**src/rtl/burst_addr_pkg.sv**
```systemverilog
package burst_addr_pkg;

  typedef enum logic {
    ORD_LINEAR     = 1'b0,
    ORD_INTERLEAVE = 1'b1
  } order_e;

endpackage

```
**src/rtl/burst_rst_sync.sv**
```systemverilog
module burst_rst_sync #(
  parameter int unsigned STAGES = 2
) (
  input  logic clk_i,
  input  logic rst_ni,
  output logic rst_sync_no
);

  logic [STAGES-1:0] chain_q;
  logic [STAGES-1:0] chain_d;

  always_comb begin
    chain_d = {chain_q[STAGES-2:0], 1'b1};
  end

  always_ff @(posedge clk_i or negedge rst_ni) begin
    if (!rst_ni) begin
      chain_q <= '0;
    end else begin
      chain_q <= chain_d;
    end
  end

  assign rst_sync_no = chain_q[STAGES-1];

endmodule

```
**src/rtl/burst_order_reg.sv**
```systemverilog
module burst_order_reg
  import burst_addr_pkg::*;
#(
  parameter order_e RST_ORDER = ORD_INTERLEAVE
) (
  input  logic   clk_i,
  input  logic   rst_ni,
  input  logic   sel_i,
  output order_e order_o
);

  order_e order_q;
  order_e order_d;

  always_comb begin
    order_d = order_e'(sel_i);
  end

  always_ff @(posedge clk_i or negedge rst_ni) begin
    if (!rst_ni) begin
      order_q <= RST_ORDER;
    end else begin
      order_q <= order_d;
    end
  end

  assign order_o = order_q;

endmodule

```
**src/rtl/burst_beat_ctr.sv**
```systemverilog
module burst_beat_ctr #(
  parameter int unsigned BEAT_W = 2
) (
  input  logic              clk_i,
  input  logic              rst_ni,
  input  logic              load_i,
  input  logic              step_i,
  output logic [BEAT_W-1:0] beat_o
);

  logic [BEAT_W-1:0] beat_q;
  logic [BEAT_W-1:0] beat_d;
  logic              beat_en;

  always_comb begin
    beat_en = load_i | step_i;
    if (load_i) begin
      beat_d = '0;
    end else begin
      beat_d = beat_q + BEAT_W'(1);
    end
  end

  always_ff @(posedge clk_i or negedge rst_ni) begin
    if (!rst_ni) begin
      beat_q <= '0;
    end else if (beat_en) begin
      beat_q <= beat_d;
    end
  end

  assign beat_o = beat_q;

endmodule

```
**src/rtl/burst_seq_map.sv**
```systemverilog
module burst_seq_map
  import burst_addr_pkg::*;
#(
  parameter int unsigned BEAT_W = 2
) (
  input  logic [BEAT_W-1:0] base_lo_i,
  input  logic [BEAT_W-1:0] beat_i,
  input  order_e            order_i,
  output logic [BEAT_W-1:0] lo_o
);

  logic [BEAT_W-1:0] lin_lo;
  logic [BEAT_W-1:0] ilv_lo;

  // modular sum: carry out of the top beat bit is dropped
  assign lin_lo = base_lo_i + beat_i;

  for (genvar b = 0; b < BEAT_W; b++) begin : g_ilv
    assign ilv_lo[b] = base_lo_i[b] ^ beat_i[b];
  end

  always_comb begin
    lo_o = (order_i == ORD_INTERLEAVE) ? ilv_lo : lin_lo;
  end

endmodule

```
**src/rtl/burst_addr_gen.sv**
```systemverilog
module burst_addr_gen
  import burst_addr_pkg::*;
#(
  parameter int unsigned ADDR_W    = 19,
  parameter int unsigned BURST_LEN = 4
) (
  input  logic              clk_i,
  input  logic              rst_ni,
  input  logic              proc_start_n_i,
  input  logic              ctrl_start_n_i,
  input  logic              adv_n_i,
  input  logic              order_sel_i,
  input  logic [ADDR_W-1:0] addr_i,
  output logic [ADDR_W-1:0] burst_addr_o
);

  localparam int unsigned BEAT_W = $clog2(BURST_LEN);
  localparam int unsigned HI_W   = ADDR_W - BEAT_W;

  logic              rst_sync_n;
  logic              load;
  logic              step;
  logic [ADDR_W-1:0] base_q;
  logic [ADDR_W-1:0] base_d;
  logic [BEAT_W-1:0] beat;
  logic [BEAT_W-1:0] seq_lo;
  order_e            order_q;

  burst_rst_sync #(.STAGES(2)) u_rst_sync (
    .clk_i       (clk_i),
    .rst_ni      (rst_ni),
    .rst_sync_no (rst_sync_n)
  );

  always_comb begin
    load   = ~proc_start_n_i | ~ctrl_start_n_i;
    step   = ~load & ~adv_n_i;
    base_d = addr_i;
  end

  always_ff @(posedge clk_i or negedge rst_sync_n) begin
    if (!rst_sync_n) begin
      base_q <= '0;
    end else if (load) begin
      base_q <= base_d;
    end
  end

  burst_order_reg #(.RST_ORDER(ORD_INTERLEAVE)) u_order (
    .clk_i   (clk_i),
    .rst_ni  (rst_sync_n),
    .sel_i   (order_sel_i),
    .order_o (order_q)
  );

  burst_beat_ctr #(.BEAT_W(BEAT_W)) u_beat (
    .clk_i  (clk_i),
    .rst_ni (rst_sync_n),
    .load_i (load),
    .step_i (step),
    .beat_o (beat)
  );

  burst_seq_map #(.BEAT_W(BEAT_W)) u_map (
    .base_lo_i (base_q[BEAT_W-1:0]),
    .beat_i    (beat),
    .order_i   (order_q),
    .lo_o      (seq_lo)
  );

  assign burst_addr_o = {base_q[ADDR_W-1 -: HI_W], seq_lo};

endmodule

```
**config.mk**
```make
export PLATFORM = sky130hd
export DESIGN_NAME = burst_addr_gen
export DESIGN_NICKNAME = d
export VERILOG_FILES = /design/src/rtl/burst_addr_pkg.sv /design/src/rtl/burst_rst_sync.sv /design/src/rtl/burst_order_reg.sv /design/src/rtl/burst_beat_ctr.sv /design/src/rtl/burst_seq_map.sv /design/src/rtl/burst_addr_gen.sv
export SDC_FILE = /design/constraint.sdc
export NUM_CORES = 1
export LEC_CHECK = 0
export BUFFER_PORTS_ARGS = -buffer_cell sky130_fd_sc_hd__buf_2
export CAP_MARGIN = 15
export CORE_MARGIN = 2
export CORE_UTILIZATION = 44
export CTS_BUF_LIST = sky130_fd_sc_hd__clkbuf_4
export DETAILED_ROUTE_END_ITERATION = 16
export PLACE_DENSITY_LB_ADDON = 0.05
export REMOVE_ABC_BUFFERS = 1
export SYNTH_ARGS = -nofsm -noshare
export SYNTH_HDL_FRONTEND = slang
export SYNTH_SLANG_ARGS = --single-unit
```
**constraint.sdc**
```tcl
create_clock -name clk_i -period 1.1 [get_ports clk_i]
set_clock_uncertainty 0.1 [all_clocks]
set_input_delay 0.22 -clock clk_i [delete_from_list [all_inputs] [get_ports clk_i]]
set_output_delay 0.22 -clock clk_i [all_outputs]
set_load 0.02 [all_outputs]
```
### Word-level counts from Yosys, hierarchy flattened

Index checks and enable logic that the tools add are counted.

| storage, ports and cells | value |
|---|---|
| register bits | 24 |
| bits in latches | 0 |
| bits in writable memories | 0 |
| ROM bits | 0 |
| bits of input ports | 25 |
| output and inout bits | 19 |
| word-level logic and storage cells | 17 |
| memories kept | 0 |

| operators by class | value |
|---|---|
| add/subtract/negate cells | 2 |
| multiply operators | 0 |
| div/mod/pow operators | 0 |
| order comparisons | 0 |
| equal/unequal tests | 0 |
| shifts and indexed selects | 0 |
| multiplexer cells | 2 |
| bitwise logic cells | 9 |
| reductions and logical operators | 0 |

Operators with widths:

| cell | number |
|---|---|
| 2-to-1 mux 2 bit | 2 |
| inverter 1 bit | 4 |
| adder 2 x 1 -> 2 bit (second input constant) | 1 |
| adder 2 bit | 1 |
| OR 1 bit | 2 |
| XOR 1 bit | 2 |
| AND 1 bit | 1 |

### Longest topological paths before layout

| logic depth | value |
|---|---|
| depth after elaboration | 5 |
| gate-level depth with buffers | 3 |
| mapped depth without buffers | 3 |

### By module

Synthesis repeated with hierarchy kept, for this count alone.

| unflattened totals | value |
|---|---|
| cell total of the unflattened synthesis | 74 |
| area, all modules | 1122.3 um2 |

Modules (own cells, without submodules):

| module | times used | cells each | area an instance (um2) | sequential area each (um2) |
|---|---|---|---|---|
| burst_addr_gen | 1 | 59 | 917.1 | 475.5 |
| burst_beat_ctr | 1 | 7 | 88.8 | 50.0 |
| burst_rst_sync | 1 | 3 | 53.8 | 50.0 |
| burst_seq_map | 1 | 4 | 36.3 | 0.0 |
| burst_order_reg | 1 | 1 | 26.3 | 26.3 |

### Least setup slack after synthesis

OpenSTA, ideal clock, no wires.

| timing path | value |
|---|---|
| path kind | flip-flop to output port |
| start point | register base_q[0] |
| end point | output port burst_addr_o[1] |
| arrival | 1.041 ns |
| required time | 0.780 ns |
| slack | -0.261 ns |
| cell stages (with the launch flop) | 4 |
| path buffers | 0 |
| cell sequence | dfrtp_1 > ha_1 > nor2b_1 > xnor2_1 |

| on the way | value |
|---|---|
| longest elaborated chain between the ends | 2 |

Ends and longest elaborated chain:

| element | line | text |
|---|---|---|
| start: declaration | burst_addr_gen.sv:23 | `logic [ADDR_W-1:0] base_q;` |
| start signal: assignment | burst_addr_gen.sv:45 | `base_q <= base_d;` |
| adder 2 bit | burst_seq_map.sv:16 | `assign lin_lo = base_lo_i + beat_i;` |
| 2-to-1 mux 2 bit | burst_seq_map.sv:23 | `lo_o = (order_i == ORD_INTERLEAVE) ? ilv_lo : lin_lo;` |
| end: declaration | burst_addr_gen.sv:14 | `output logic [ADDR_W-1:0] burst_addr_o` |

No other way between the ends.

### Worst setup path in the final report

| timing path | value |
|---|---|
| start point | register u_beat.beat_q[0], in the netlist u_beat.beat_o[0] |
| end point | output port burst_addr_o[1] |

| on the way | value |
|---|---|
| longest elaborated chain between the ends | 2 |

Ends and longest elaborated chain:

| element | line | text |
|---|---|---|
| start: declaration | burst_beat_ctr.sv:11 | `logic [BEAT_W-1:0] beat_q;` |
| start signal: assignment | burst_beat_ctr.sv:28 | `beat_q <= beat_d;` |
| adder 2 bit | burst_seq_map.sv:16 |  |
| 2-to-1 mux 2 bit | burst_seq_map.sv:23 |  |

No other way between the ends.

==> impl_metrics.yaml <==
synth:
  synth.ff_latch_count: 24
  ys_types: 13
  synth_area_per_cell_um2: 15.20
  synthFlopType: "dfrtp_1"
  synth_area_leader_cell: "dfrtp_1"
  syn_inst: 73
  ys_seq_area_share_pct: 54.23
  synth_common_cells: "23 x dfrtp_1, 18 x mux2_4, 17 x buf_4"
  yosysWarnings: 0
  yosysMostFrequentCell: "dfrtp_1"
  synth_top_area_share_pct: 51.86
  synth-edff-count: 0
  netlist_area_um2: 1110
  async_reset_ff_share_pct: 100.0
  synth_area_leaders: "dfrtp_1 52%, mux2_4 24%, buf_4 11%"
power_and_ir_drop:
  powerDensity_nw_per_um2: 1216
  max-vdd-ir-drop_mv: 0.7721
  leakagePower_nw: 0.8070
  p_total_w: 0.001897
floorplan:
  start_util_pct: 45.63
  die_width_um: 54.22
  die_area_um2: 2940
  coreArea_um2: 2432
  rows: 18
  fp.dieH_um: 54.22
  pin_count: 44
drt:
  routed_wl_um: 1934
  dr_total_vias: 649
  first_pass_iters: 2
  post_drt_wl_per_cell_um: 12.81
  ant_nets: 0
  vias_per_cell: 4.298
  post-route-drc-count: 0
  drtIter0Drc: 2
clock_network:
  path_clk_slew_ps: 130
  cts_buffer_depth: 2
  cts_buffers: 3
  cts-root-buf: "clkbuf_4"
  cts_tree: "done"
  htreeDepth: 1
  clock_sinks: 24
  clk_latency_ps: 310
placement:
  placed_cell_area_um2: 1275
  hpwl_um: 1321
  placed_cells: 132
  io_buffers: 43
  globalplace.congestion: 0.6037
setup_path:
  end_kind: "output pin"
  worstPathMaxFanout: 2
  cp-start-kind: "register"
  crit_type: "register to output pin"
  crit_required_ps: 780
  cp.arrival_ps: 1300
grt:
  grt_start_max_net_pins: 14
  track_usage_pct: 13.87
  grt_pass1_vias: 649
  globalRouteOverflowTotal: 0
  grt_pass1_wl_um: 2835
  grt_antenna_before_repair: 0
layout:
  drive_gt1_share_pct: 73.55
  final_cells: 151
  antennaDiodeCount: 0
  nets: 148
  design_area_um2: 1560
  synthToLayoutAreaGrowth_pct: 40.59
min_path:
  hp-class: "register to async pin"
timing:
  finalCritPeriodShare_pct: 147.2
  setup_viol: 22
  setup_tns_ps: -2336
  min_period_ps: 1619
  grt_setup_unrepaired: "yes"
  hold_violations: 0
  finalMaxSlewViolations: 0
  fmax_ghz: 0.6177
  fin_ws_ps: -518.8
run_status:
  failed_checks: "setup timing"
  outcome: "finished, violations left"
job:
  maxCapViolCount: 0
[sequential cells by signal, indices dropped and copies added, names as in the netlist]
| signal | flops |
|---|---|
| base_q | 19 |
| u_beat.beat_o | 2 |
| u_order.order_o | 1 |
| u_rst_sync.chain_q | 2 |
[per-stage QoR]
step	utilization (%)	worst slack, ps	hold WS, ps
6_report	64.15	-518.8	25.83
5_1_grt	64.15	-585.0	8.544
4_1_cts	62.14	-552.7	18.38
3_5_place_dp	52.42	-211.3	-90.03
3_3_place_gp	52.42	-175.8	-92.13
2_1_floorplan	-	-261.5	-175.6
[critical path, stage by stage, from the launching register on]
cell     delay, ps
dfrtp_1        410
ha_2           190
nor2b_4        120
xnor2_1        120
buf_4          160
[kinds of logic (layout without fill, tap and decap cells)]
| family | count (synthesis) | in the layout | synth area share (%) |
|---|---|---|---|
| xor+xnor | 3 | 3 | 2.368 |
| fa+ha+maj | 1 | 1 | 1.127 |
| buf+inv | 19 | 67 | 13.53 |
| flops | 24 | 24 | 54.23 |
| mux | 19 | 19 | 25.37 |
| other cells | 1 | 1 | 0.3379 |
| simple gates | 6 | 6 | 3.044 |
[area by class of cell]
class	instances	area [µm²]
timing repair buffer	63	514.2
multi-input combinational	30	380.4
clock buffer	3	22.52
fill	193	872.1
sequential	24	601.8
clock inverter	1	3.754
tap	30	37.54
[metal layers]
metal	vias up	GRT usage [%]	share of wire, %
met1	311	18.79	43
met2	23	22.29	52
met3	0	3.279	4.8
met4	0	3.750	0
li1	315	-	-
met5	-	0	0
[worst paths after layout]
kind | from | slack (ps) | depth (start not counted) | endpoint
max | u_beat.beat_o[0]$_DFFE_PN0P_ | -520 | 4 | burst_addr_o[1]
min | u_rst_sync.chain_q[1]$_DFF_PN0_ | 30 | 0 | base_q[17]$_DFFE_PN0N_
max reg2reg | u_beat.beat_o[0]$_DFFE_PN0P_ | -110 | 5 | u_beat.beat_o[1]$_DFFE_PN0P_
min reg2reg | u_rst_sync.chain_q[1]$_DFF_PN0_ | 30 | 0 | base_q[17]$_DFFE_PN0N_
max in group asynchronous | u_rst_sync.chain_q[1]$_DFF_PN0_ | 450 | 1 | base_q[12]$_DFFE_PN0N_
min in group clk_i | addr_i[10] | 30 | 2 | base_q[10]$_DFFE_PN0N_
[report_power, final]
group | switching [W] | leakage (nW) | internal (W) | total, W
logic | 0.000192 | 0.509 | 0.000316 | 0.000509
registers | 0.0000515 | 0.283 | 0.000951 | 0.00100
clock network | 0.000254 | 0.0154 | 0.000132 | 0.000386
[what timing repair did]
action,CTS,global route
endpoints found under the hold margin,3,0
setup buffers,9,4
resized for setup,39,5
hold buffers,2,0
cloned,0,0
pin swaps,2,3
setup endpoints to repair,19,21
[cell usage in the layout (no fill, tap or decap)]
cell type and n:
clkinv_1 1, buf_2 24, ha_2 1, dlygate4sd3_1 2, mux2_4 18, nor2b_1 1
nor2_1 1, nor3_2 1, buf_6 19, buf_12 2, dfstp_2 1, conb_1 1
clkbuf_4 3, dfrtp_1 23, buf_4 16, nor2b_4 2, nand2_2 1, xnor2_1 3
mux2_2 1
(Power assumes the default switching activity.)
